File: src/rtl/fe_pkg.sv
package fe_pkg;

  // Where the taken-branch decision is made; changes the redirect penalty.
  typedef enum logic {
    RESOLVE_DECODE  = 1'b0,
    RESOLVE_EXECUTE = 1'b1
  } fe_resolve_e;

endpackage

File: src/rtl/fe_pc_gen.sv
// Program counter: linear advance, redirect, freeze on hold.
module fe_pc_gen #(
  parameter int unsigned          ADDR_W    = 32,
  parameter int unsigned          STEP      = 4,
  parameter logic [ADDR_W-1:0]    RESET_VEC = '0
) (
  input  logic              clk,
  input  logic              rst,
  input  logic              hold,
  input  logic              redirect,
  input  logic [ADDR_W-1:0] redirect_pc,
  output logic              issue,
  output logic [ADDR_W-1:0] issue_pc
);

  localparam logic [ADDR_W-1:0] INC = ADDR_W'(STEP);

  logic [ADDR_W-1:0] pc_q;

  // A redirect cycle issues nothing: the current PC is already wrong-path.
  assign issue    = ~hold & ~redirect;
  assign issue_pc = pc_q;

  always_ff @(posedge clk) begin
    if (rst)           pc_q <= RESET_VEC;
    else if (redirect) pc_q <= redirect_pc;
    else if (issue)    pc_q <= pc_q + INC;
  end

endmodule

File: src/rtl/fe_resp_track.sv
// Tracks the read in flight and parks a returning word while held.
module fe_resp_track #(
  parameter int unsigned ADDR_W = 32,
  parameter int unsigned INSN_W = 32
) (
  input  logic              clk,
  input  logic              rst,
  input  logic              hold,
  input  logic              redirect,
  input  logic              issue,
  input  logic [ADDR_W-1:0] issue_pc,
  input  logic [INSN_W-1:0] mem_word,
  output logic              src_valid,
  output logic [ADDR_W-1:0] src_pc,
  output logic [INSN_W-1:0] src_word
);

  logic              infl_valid;
  logic [ADDR_W-1:0] infl_pc;
  logic              park_valid;
  logic [ADDR_W-1:0] park_pc;
  logic [INSN_W-1:0] park_word;

  always_ff @(posedge clk) begin
    if (rst) begin
      infl_valid <= 1'b0;
      infl_pc    <= '0;
    end else begin
      infl_valid <= issue & ~redirect;
      if (issue) infl_pc <= issue_pc;
    end
  end

  // Only the first held cycle can see an arrival (no issue while held),
  // and the parked word is consumed on release, so one entry suffices.
  always_ff @(posedge clk) begin
    if (rst || redirect) begin
      park_valid <= 1'b0;
    end else if (hold && infl_valid) begin
      park_valid <= 1'b1;
      park_pc    <= infl_pc;
      park_word  <= mem_word;
    end else if (!hold) begin
      park_valid <= 1'b0;
    end
  end

  assign src_valid = park_valid | infl_valid;
  assign src_pc    = park_valid ? park_pc   : infl_pc;
  assign src_word  = park_valid ? park_word : mem_word;

endmodule

File: src/rtl/fe_dec_stage.sv
// Decode register with flush and the mode-dependent kill of its output.
module fe_dec_stage
  import fe_pkg::*;
#(
  parameter int unsigned ADDR_W  = 32,
  parameter int unsigned INSN_W  = 32,
  parameter fe_resolve_e RESOLVE = RESOLVE_DECODE
) (
  input  logic              clk,
  input  logic              rst,
  input  logic              hold,
  input  logic              redirect,
  input  logic              src_valid,
  input  logic [ADDR_W-1:0] src_pc,
  input  logic [INSN_W-1:0] src_word,
  output logic              out_valid,
  output logic [ADDR_W-1:0] out_pc,
  output logic [INSN_W-1:0] out_word
);

  logic d_valid;

  always_ff @(posedge clk) begin
    if (rst || redirect) begin
      d_valid <= 1'b0;
    end else if (!hold) begin
      d_valid <= src_valid;
      if (src_valid) begin
        out_pc   <= src_pc;
        out_word <= src_word;
      end
    end
  end

  generate
    if (RESOLVE == RESOLVE_EXECUTE) begin : g_late
      // The redirect names the instruction ahead; the one here is wrong-path.
      assign out_valid = d_valid & ~redirect;
    end else begin : g_early
      // The redirect names the instruction here, which leaves normally.
      assign out_valid = d_valid;
    end
  endgenerate

endmodule

File: src/rtl/fetch_frontend.sv
module fetch_frontend
  import fe_pkg::*;
#(
  parameter int unsigned       ADDR_W    = 32,
  parameter int unsigned       INSN_W    = 32,
  parameter logic [ADDR_W-1:0] RESET_VEC = 32'h0000_1000,
  parameter fe_resolve_e       RESOLVE   = RESOLVE_DECODE
) (
  input  logic              clk,
  input  logic              rst,
  output logic              imem_req,
  output logic [ADDR_W-1:0] imem_addr,
  input  logic [INSN_W-1:0] imem_rdata,
  input  logic              dec_ready,
  input  logic              br_taken,
  input  logic [ADDR_W-1:0] br_target,
  output logic              dec_valid,
  output logic [ADDR_W-1:0] dec_pc,
  output logic [INSN_W-1:0] dec_instr
);

  localparam int unsigned STEP = INSN_W / 8;

  logic              hold;
  logic              issue;
  logic [ADDR_W-1:0] issue_pc;
  logic              src_valid;
  logic [ADDR_W-1:0] src_pc;
  logic [INSN_W-1:0] src_word;

  assign hold      = ~dec_ready;
  assign imem_req  = issue;
  assign imem_addr = issue_pc;

  fe_pc_gen #(
    .ADDR_W(ADDR_W), .STEP(STEP), .RESET_VEC(RESET_VEC)
  ) u_pc (
    .clk(clk), .rst(rst), .hold(hold),
    .redirect(br_taken), .redirect_pc(br_target),
    .issue(issue), .issue_pc(issue_pc)
  );

  fe_resp_track #(
    .ADDR_W(ADDR_W), .INSN_W(INSN_W)
  ) u_resp (
    .clk(clk), .rst(rst), .hold(hold), .redirect(br_taken),
    .issue(issue), .issue_pc(issue_pc), .mem_word(imem_rdata),
    .src_valid(src_valid), .src_pc(src_pc), .src_word(src_word)
  );

  fe_dec_stage #(
    .ADDR_W(ADDR_W), .INSN_W(INSN_W), .RESOLVE(RESOLVE)
  ) u_dec (
    .clk(clk), .rst(rst), .hold(hold), .redirect(br_taken),
    .src_valid(src_valid), .src_pc(src_pc), .src_word(src_word),
    .out_valid(dec_valid), .out_pc(dec_pc), .out_word(dec_instr)
  );

endmodule

File: config.mk
export PLATFORM = sky130hd
export DESIGN_NAME = fetch_frontend
export DESIGN_NICKNAME = d
export VERILOG_FILES = /design/src/rtl/fe_pkg.sv /design/src/rtl/fe_pc_gen.sv /design/src/rtl/fe_resp_track.sv /design/src/rtl/fe_dec_stage.sv /design/src/rtl/fetch_frontend.sv
export SDC_FILE = /design/constraint.sdc
export NUM_CORES = 1
export LEC_CHECK = 0
export CAP_MARGIN = 15
export CELL_PAD_IN_SITES_DETAIL_PLACEMENT = 1
export CELL_PAD_IN_SITES_GLOBAL_PLACEMENT = 1
export CORE_MARGIN = 2
export CORE_UTILIZATION = 35
export CTS_BUF_LIST = sky130_fd_sc_hd__clkbuf_4 sky130_fd_sc_hd__clkbuf_8
export DETAILED_ROUTE_END_ITERATION = 12
export HOLD_SLACK_MARGIN = 0.12
export PLACE_DENSITY = 0.81
export SKIP_CTS_REPAIR_TIMING = 1
export SLEW_MARGIN = 20
export SYNTH_ARGS = -nofsm -noshare
export SYNTH_HDL_FRONTEND = slang
export SYNTH_SLANG_ARGS = --single-unit
File: constraint.sdc
create_clock -name clk -period 6.7 [get_ports clk]
set_clock_uncertainty 0.1 [all_clocks]
set_input_delay 1.34 -clock clk [delete_from_list [all_inputs] [get_ports clk]]
set_output_delay 1.34 -clock clk [all_outputs]
set_load 0.02 [all_outputs]
==> flow_summary.toml, run 1 <==
[outcome]
outcome = "finished clean"

[floorplanning]
num_rows = 54
die_h_um = 152
start_util_pct = 35.5
die_area_mm2 = 0.0232
core-area_mm2 = 0.0218
die_x_um = 152
io_pins = 166

[yosys]
ys_seq_area_share_pct = 67.2
syn_inst = 597
synth_async_sr_flop_share_pct = 0
yosysWarnings = 0
syn-cell-area_mm2 = 0.00771
yosysUniqueCellTypes = 49
syn-num-nets = 666
syn-mean-instance-area_um2 = 12.9
synth-main-ff-cell = "edfxtp_1"
ys_seq_elements = 195
synth_edf_count = 128

[clocking]
clk_pin_slew_worst_paths_ns = 0.09
clk-insertion-delay-late_ns = 0.47
max-clock-path-buffers = 2
cts-root-buf = "clkbuf_8"
cts_tree = "done"
htreeDepth = 4
clock-sinks = 195
cts_buffers = 17

[sta]
slew_violations = 0
max_slew.worst_pin.slew_ns = 0.937
finalSetupViolations = 0
max_freq_mhz = 227
post-route-period-util_pct = 65.7
hold_viol = 0
maxSlewHeadroom_pct = 37.5
fin_setup_tns_ns = 0
rsz0062_at_grt = "false"
min_period_ns = 4.40

[worst_setup_path]
path_buf_inv = 4
path_common_cell = "clkdlybuf4s50_1"
worstPathMaxFanout = 37
critPathKind = "input port to primary output"
cp-start-kind = "input port"
cp-end-kind = "primary output"
cp.required_ns = 5.26
worstPathCellList = "clkdlybuf4s50_1 > buf_4 > nand2b_2 > inv_1 > clkdlybuf4s50_1"
cp.arrival_ns = 2.96
critical-path-slowest-cell = "clkdlybuf4s50_1"
critPathTopFamily = "buffers and inverters"
cp_slowest_stage_delay_ns = 0.53

[routing]
vias = 5303
ant_nets = 0
drcViolationCount = 0
dr.first_iter.drc_count = 300
drt_wl_total_mm = 19.1
first_pass_iters = 4
wire_per_inst_um = 18.3
viasPerCell = 5.07

[finish]
layout.nets = 822
diodes = 0
syn_to_final_growth_pct = 30.1
final_cell_area_mm2 = 0.0100
final_core_util_pct = 46.1
drive_gt1_share_pct = 15.1
fillerInstances = 2274

[global_route]
gr-total-overflow = 0
grt_usage_pct = 16.6
antenna_found_initial = 0
grt_pass1_wl_mm = 30.3
grt_pass1_vias = 5473
grt_max_degree = 72

[pwr]
ir_worst_vdd_uv = 105
p_leak_nw = 3.31
p_per_area_mw_per_mm2 = 225

[job]
max_cap_viol_count = 0

[placement]
placed_area_mm2 = 0.00965
io_buffers = 165
gp_congestion = 0.769
hpwl_mm = 12.8

[min_path]
hp-class = "register to register"
==> layout by cell type (no fill, tap or decap), types with 5 or more instances in the layout <==
master,count
a31oi_1,8
nand4_1,12
edfxtp_1,128
and3_1,9
a2111oi_0,5
or4_1,7
nor3_1,7
and4_1,7
xnor2_1,7
dfxtp_1,66
nand3_1,11
clkdlybuf4s50_1,164
nor2_1,26
a21oi_1,42
mux2_2,65
buf_4,7
a311oi_1,9
nand2_1,91
inv_1,5
clkbuf_8,19
==> synthesized netlist by cell type, types with 2 or more instances <==
| cell type | n | area, um2 |
|---|---|---|
| a31oi_1 | 8 | 50.1 |
| buf_2 | 2 | 10.0 |
| nand4_1 | 12 | 75.1 |
| dfxtp_1 | 67 | 1340 |
| o311ai_0 | 2 | 17.5 |
| and3_1 | 10 | 62.6 |
| xor2_1 | 2 | 17.5 |
| buf_1 | 5 | 18.8 |
| inv_1 | 5 | 18.8 |
| mux2i_1 | 4 | 40.0 |
| nor2_1 | 26 | 97.6 |
| a21oi_1 | 42 | 210 |
| a311oi_1 | 9 | 78.8 |
| or3_2 | 2 | 15.0 |
| clkbuf_1 | 28 | 105 |
| a211oi_1 | 4 | 30.0 |
| edfxtp_1 | 128 | 3840 |
| mux2_2 | 65 | 732 |
| nand3_1 | 11 | 55.1 |
| nor2b_1 | 4 | 25.0 |
| and4_1 | 7 | 61.3 |
| or3_1 | 4 | 25.0 |
| o211ai_1 | 4 | 30.0 |
| nand2_1 | 91 | 342 |
| o31ai_1 | 3 | 22.5 |
| or4_1 | 7 | 52.6 |
| a2111oi_0 | 5 | 43.8 |
| nand2b_1 | 2 | 12.5 |
| nor4_1 | 3 | 18.8 |
| nor3_1 | 8 | 40.0 |
| o21ai_0 | 3 | 15.0 |
| xnor2_1 | 7 | 61.3 |
==> sequential cells by signal, indices dropped and copies added, names as in the netlist <==
| register | flops |
|---|---|
| u_resp.infl_pc | 32 |
| u_dec.out_pc | 32 |
| u_resp.infl_valid | 1 |
| u_resp.park_word | 32 |
| u_dec.out_valid | 1 |
| u_pc.issue_pc | 32 |
| u_resp.park_pc | 32 |
| u_dec.out_word | 32 |
| u_resp.park_valid | 1 |
==> per-stage QoR <==
stage / hold WS (ns) / total power, W / setup WS [ns] / instances
after floorplan: 0.326 / 0.00144 / 1.46 / 597
after global placement: 0.342 / 0.00154 / 2.29 / 1014
after detailed placement: 0.348 / 0.00154 / 2.29 / 1014
after CTS: 0.376 / 0.00228 / 2.28 / 1046
after global routing: 0.389 / 0.00234 / 2.21 / 1046
final: 0.367 / 0.00226 / 2.30 / 1046
==> path summary, 6_finish.rpt <==
kind | from | to | slack (ns) | cells after the start
setup / recovery | br_taken | imem_req | 2.30 | 5
hold / removal | u_resp.infl_pc[24]$_SDFFE_PP0P_ | u_resp.park_pc[24]$_DFFE_PP_ | 0.37 | 0
hold reg to reg | u_resp.infl_pc[24]$_SDFFE_PP0P_ | u_resp.park_pc[24]$_DFFE_PP_ | 0.37 | 0
setup reg to reg | u_resp.park_valid$_SDFFE_PP0P_ | u_dec.out_pc[8]$_DFFE_PP_ | 4.08 | 3
==> report_power, final <==
group	switching, W	internal, W	total [W]
clock	0.000424	0.000320	0.000744
sequential	0.0000347	0.00130	0.00133
combinational	0.0000858	0.0000946	0.000180
total	0.000545	0.00171	0.00226
==> final cells by class <==
| class | instances | area, um2 | share of cell area [%] |
|---|---|---|---|
| tap | 280 | 350 | 3.49 |
| sequential | 195 | 5190 | 51.7 |
| inverter | 6 | 22.5 | 0.224 |
| multi-input combinational | 361 | 2390 | 23.8 |
| clock buffer | 19 | 262 | 2.61 |
| timing repair buffer | 172 | 1700 | 16.9 |
| clock inverter | 13 | 124 | 1.23 |
==> routing by layer <==
metal	part of all wire [%]	up-vias	track usage, %
met2	48	138	27.4
met4	1.7	0	5.82
li1	-	2547	-
met3	4.6	27	3.61
met5	0	-	0
met1	45	2591	21.6
==> kinds of logic (layout without fill, tap and decap cells) <==
family / after synthesis / after routing / synth area share [%]
adder cells (fa/ha/maj): 1 / 1 / 0.162
buffers and inverters: 41 / 210 / 2.03
AO/OA/AOI/OAI: 84 / 84 / 6.89
XOR/XNOR: 9 / 9 / 1.02
multiplexers: 69 / 69 / 10.0
flip-flops: 195 / 195 / 67.2
AND/OR/NAND/NOR: 198 / 198 / 12.7
Power figures use the tool's default switching activity.
==> run 2, diff against run 1 <==
--- a/config.mk
+++ b/config.mk
@@ -13,7 +13,7 @@
 export CTS_BUF_LIST = sky130_fd_sc_hd__clkbuf_4 sky130_fd_sc_hd__clkbuf_8
 export DETAILED_ROUTE_END_ITERATION = 12
 export HOLD_SLACK_MARGIN = 0.12
-export PLACE_DENSITY = 0.81
+export PLACE_DENSITY = 0.78
 export SKIP_CTS_REPAIR_TIMING = 1
 export SLEW_MARGIN = 20
 export SYNTH_ARGS = -nofsm -noshare
==> constraint.sdc (replaced) <==
create_clock -name clk -period 4.1 [get_ports clk]
set_clock_uncertainty 0.1 [all_clocks]
set_input_delay 0.82 -clock clk [delete_from_list [all_inputs] [get_ports clk]]
set_output_delay 0.82 -clock clk [all_outputs]
set_load 0.02 [all_outputs]
==> flow_summary.toml, run 2 (synthesis results as in run 1) <==
[routing]
met1Wirelength_mm = 8.92
drcViolationCount = 0
wl_met2_mm = 9.38
wire_per_inst_um = 18.5
drt_wl_total_mm = 19.4
dr.first_iter.drc_count = 266
ant_nets = 0
wl_met3_um = 764
first_pass_iters = 5
top_layer = "met4"
vias = 5372
viasPerCell = 5.12

[global_route]
grt_max_degree = 65
grt_pass1_vias = 5486
grt_usage_pct = 16.7
antenna_found_initial = 0
grt_pass1_wl_mm = 30.8
gr-total-overflow = 0

[clocking]
clk-insertion-delay-late_ns = 0.46
htreeDepth = 4
max-clock-path-buffers = 2
cts_tree = "done"
clock-sinks = 195
cts_buffers = 17
clk_pin_slew_worst_paths_ns = 0.10
cts-root-buf = "clkbuf_8"

[finish]
final_common_cell = "clkdlybuf4s50_1"
drive_gt1_share_pct = 15.5
syn_to_final_growth_pct = 30.6
final_cell_mix = "clkdlybuf4s50_1 (164), edfxtp_1 (128), nand2_1 (91), dfxtp_1 (66), mux2_2 (65)"
final_core_util_pct = 46.3
layout.nets = 825
diodes = 0

[worst_setup_path]
path_common_cell = "clkdlybuf4s50_1"
cp-end-kind = "primary output"
worstPathCellList = "clkdlybuf4s50_1 > nand2b_2 > inv_1 > clkdlybuf4s50_1"
r2r_cells = 4
cp.arrival_ns = 2.29
crit_start = "dec_ready"
critPathKind = "input port to primary output"
critPathTopFamily = "buffers and inverters"
path_buf_inv = 3
reg2reg_from = "u_pc.issue_pc[4]$_SDFFE_PP0N_"
rrSetupSlack_ns = 1.72
timing.rr.end = "u_pc.issue_pc[29]$_SDFFE_PP0N_"
critical-path-slowest-cell = "clkdlybuf4s50_1"
cp_slowest_stage_delay_ns = 0.63
cp-start-kind = "input port"
cp.required_ns = 3.18
worstPathMaxFanout = 3

[floorplanning]
die_x_um = 152
start_util_pct = 35.5
core-area_mm2 = 0.0218
die_h_um = 152
die_area_mm2 = 0.0232
num_rows = 54
io_pins = 166

[min_path]
hp-start = "u_resp.infl_pc[23]$_SDFFE_PP0P_"
min_to = "u_resp.park_pc[23]$_DFFE_PP_"
hp-class = "register to register"
hold_path_depth = 0

[sta]
fin_setup_tns_ns = 0
max_freq_mhz = 312
finalSetupViolations = 0
slew_violations = 0
max_slew.worst_pin.slew_ns = 0.889
hold_viol = 0
maxSlewHeadroom_pct = 40.7
post-route-period-util_pct = 78.2
min_period_ns = 3.21
rsz0062_at_grt = "false"

[outcome]
outcome = "finished clean"

[pwr]
p_leak_nw = 3.32
p_per_area_mw_per_mm2 = 367
ir_worst_vdd_uv = 182

[placement]
hpwl_mm = 13.3
io_buffers = 165
gp_congestion = 0.794

[job]
max_cap_viol_count = 0
## run 2: cell type report
type / count / area [um2]
inverters: 6 / 22.5
flip-flops and latches: 195 / 5190
clock buffers: 18 / 241
multi-input cells: 361 / 2390
clock inverters: 14 / 143
repair buffers: 175 / 1730
well taps: 280 / 350
fillers: 2261 / 11700
## run 2: how the worst max path moves through the flow
stage	end	slack [ns]	cells after the start
floorplan	u_dec.out_pc[0]$_DFFE_PP_	0.34	5
global placement	imem_req	0.89	4
detailed placement	imem_req	0.89	4
CTS	imem_req	0.89	4
global route	imem_req	0.88	4
finish	imem_req	0.89	4
## run 2: metrics by stage
step / area, um2 / total power [W] / setup WS [ns] / std cells / hold slack, ns
after global routing: 10100 / 0.00383 / 0.875 / 1049 / 0.384
after CTS: 10100 / 0.00373 / 0.887 / 1049 / 0.368
final: 10100 / 0.00369 / 0.893 / 1049 / 0.366
after global placement: 9690 / 0.00252 / 0.890 / 1017 / 0.341
after detailed placement: 9690 / 0.00253 / 0.888 / 1017 / 0.344
after floorplan: 7720 / 0.00235 / 0.340 / 597 / 0.326
## run 2: power breakdown
group	switching [W]	leakage, nW	internal (W)
Clock	0.000707	0.187	0.000505
Sequential	0.0000537	1.72	0.00212
Combinational	0.000147	1.41	0.000155
## run 2: routing by layer
metal | GRT usage (%) | up-vias
met1 | 21.7 | 2670
met5 | 0 | -
met3 | 3.41 | 20
met4 | 5.42 | 0
met2 | 28.0 | 131
li1 | - | 2551
==> run 3, diff against run 2 <==
--- a/config.mk
+++ b/config.mk
@@ -13,7 +13,7 @@
 export CTS_BUF_LIST = sky130_fd_sc_hd__clkbuf_4 sky130_fd_sc_hd__clkbuf_8
 export DETAILED_ROUTE_END_ITERATION = 12
 export HOLD_SLACK_MARGIN = 0.12
-export PLACE_DENSITY = 0.78
+export PLACE_DENSITY = 0.81
 export SKIP_CTS_REPAIR_TIMING = 1
 export SLEW_MARGIN = 20
 export SYNTH_ARGS = -nofsm -noshare
==> constraint.sdc (replaced) <==
create_clock -name clk -period 2.7 [get_ports clk]
set_clock_uncertainty 0.1 [all_clocks]
set_input_delay 0.54 -clock clk [delete_from_list [all_inputs] [get_ports clk]]
set_output_delay 0.54 -clock clk [all_outputs]
set_load 0.02 [all_outputs]
==> flow_summary.toml, run 3 (synthesis results as in run 1) <==
[outcome]
outcome = "finished clean"

[finish]
regArea_mm2 = 0.00519
final_common_cell = "clkdlybuf4s50_1"
final_cell_mix = "clkdlybuf4s50_1 (164), edfxtp_1 (128), nand2_1 (91), dfxtp_1 (66), mux2_2 (65)"
final_core_util_pct = 47.3
fillerInstances = 2234
instances_no_fill = 1068
diodes = 0
multi_input_area_mm2 = 0.00240
layout.nets = 844
syn_to_final_growth_pct = 33.5
drive_gt1_share_pct = 17.4
final_cell_area_mm2 = 0.0103

[clocking]
clk_pin_slew_worst_paths_ns = 0.10
clock-sinks = 195
cts_buffers = 17
max-clock-path-buffers = 2
cts_tree = "done"
clk-insertion-delay-late_ns = 0.45
cts-root-buf = "clkbuf_8"
htreeDepth = 4

[pwr]
internal_power_w = 0.00433
p_per_area_mw_per_mm2 = 556
swShare_pct = 24.4
combPwrFrac_pct = 8.5
p_leak_nw = 3.45
power_frac_clock_pct = 33.8
ir_worst_vdd_uv = 311
p_switching_w = 0.00140
p_seq_share_pct = 57.7

[worst_setup_path]
timing.rr.end = "u_pc.issue_pc[28]$_SDFFE_PP0N_"
cp-start-kind = "input port"
cp.arrival_ns = 1.96
cp.required_ns = 2.06
critPathKind = "input port to primary output"
rrSetupSlack_ns = 0.39
crit_start = "dec_ready"
endpoint = "imem_req"
reg2reg_from = "u_pc.issue_pc[20]$_SDFFE_PP0N_"
cp-end-kind = "primary output"
r2r_cells = 4
worstPathMaxFanout = 2

[routing]
drcViolationCount = 0
dr.first_iter.drc_count = 373
drt_wl_total_mm = 20.6
first_pass_iters = 4
viasPerCell = 5.10
vias = 5451
ant_nets = 0
wire_per_inst_um = 19.3

[min_path]
hp-class = "register to register"

[global_route]
grt_pass1_wl_mm = 32.8
gr-total-overflow = 0
grt_pass1_vias = 5693
grt_usage_pct = 17.8
antenna_found_initial = 0
grt_max_degree = 50

[sta]
min_period_ns = 2.60
hold_viol = 0
rsz0062_at_grt = "false"
max_freq_mhz = 385
holdWs_ns = 0.365
slew_violations = 0
fin_setup_tns_ns = 0
max_slew.worst_pin.slew_ns = 0.682
post-route-period-util_pct = 96.1
finalSetupViolations = 0
maxSlewHeadroom_pct = 54.2

[placement]
io_buffers = 165
placed_area_mm2 = 0.00990
dp_cells = 1036
gp_congestion = 0.815
hpwl_mm = 14.7

[floorplanning]
num_rows = 54
start_util_pct = 35.5
core-area_mm2 = 0.0218
die_x_um = 152
die_area_mm2 = 0.0232
die_h_um = 152
io_pins = 166

[job]
max_cap_viol_count = 0
[run 3: area by class of cell]
| cell class | instances | area share, % |
|---|---|---|
| tap | 280 | 3.40 |
| multi-input combinational | 361 | 23.3 |
| inverter | 6 | 0.219 |
| clock inverter | 15 | 1.65 |
| timing repair buffer | 194 | 18.8 |
| clock buffer | 17 | 2.27 |
| sequential | 195 | 50.4 |
[run 3: how the worst min path moves through the flow]
stage	endpoint	from	slack (ns)	cells past startpoint
after floorplan	u_resp.park_pc[0]$_DFFE_PP_	u_resp.infl_pc[0]$_SDFFE_PP0P_	0.33	0
after global placement	u_resp.park_pc[27]$_DFFE_PP_	u_resp.infl_pc[27]$_SDFFE_PP0P_	0.34	0
after detailed placement	u_resp.park_pc[1]$_DFFE_PP_	u_resp.infl_pc[1]$_SDFFE_PP0P_	0.34	0
after CTS	u_resp.infl_pc[23]$_SDFFE_PP0P_	rst	0.36	2
after global routing	u_resp.park_pc[10]$_DFFE_PP_	u_resp.infl_pc[10]$_SDFFE_PP0P_	0.38	0
final	u_resp.park_pc[1]$_DFFE_PP_	u_resp.infl_pc[1]$_SDFFE_PP0P_	0.36	0
[run 3: power by group through the flow]
stage	clock network, W	logic (W)	registers, W
after floorplan	0	0.000186	0.00339
after global routing	0.00210	0.000525	0.00331
after detailed placement	0	0.000490	0.00337
after CTS	0.00199	0.000494	0.00330
after global placement	0	0.000481	0.00337
final	0.00194	0.000487	0.00330
[run 3: metrics by stage]
| stage | power [W] | setup WS, ns |
|---|---|---|
| CTS | 0.00579 | 0.0954 |
| finish | 0.00572 | 0.105 |
| global route | 0.00594 | 0.0864 |
| global placement | 0.00385 | 0.0833 |
| detailed placement | 0.00386 | 0.0690 |
| floorplan | 0.00357 | -0.477 |
[run 3: metal layers]
layer  vias up  share of wire, %  global-route usage, %
met5         -                 0                      0
met4         0              0.89                   3.84
met3        15               4.6                   3.53
met2       155                51                   31.1
met1      2687                44                   23.2
li1       2594                 -                      -
[run 3: critical path, stage by stage]
cell and delay (ns):
clkdlybuf4s50_1 0.64, nand2b_4 0.07, inv_1 0.09, clkdlybuf4s50_1 0.60
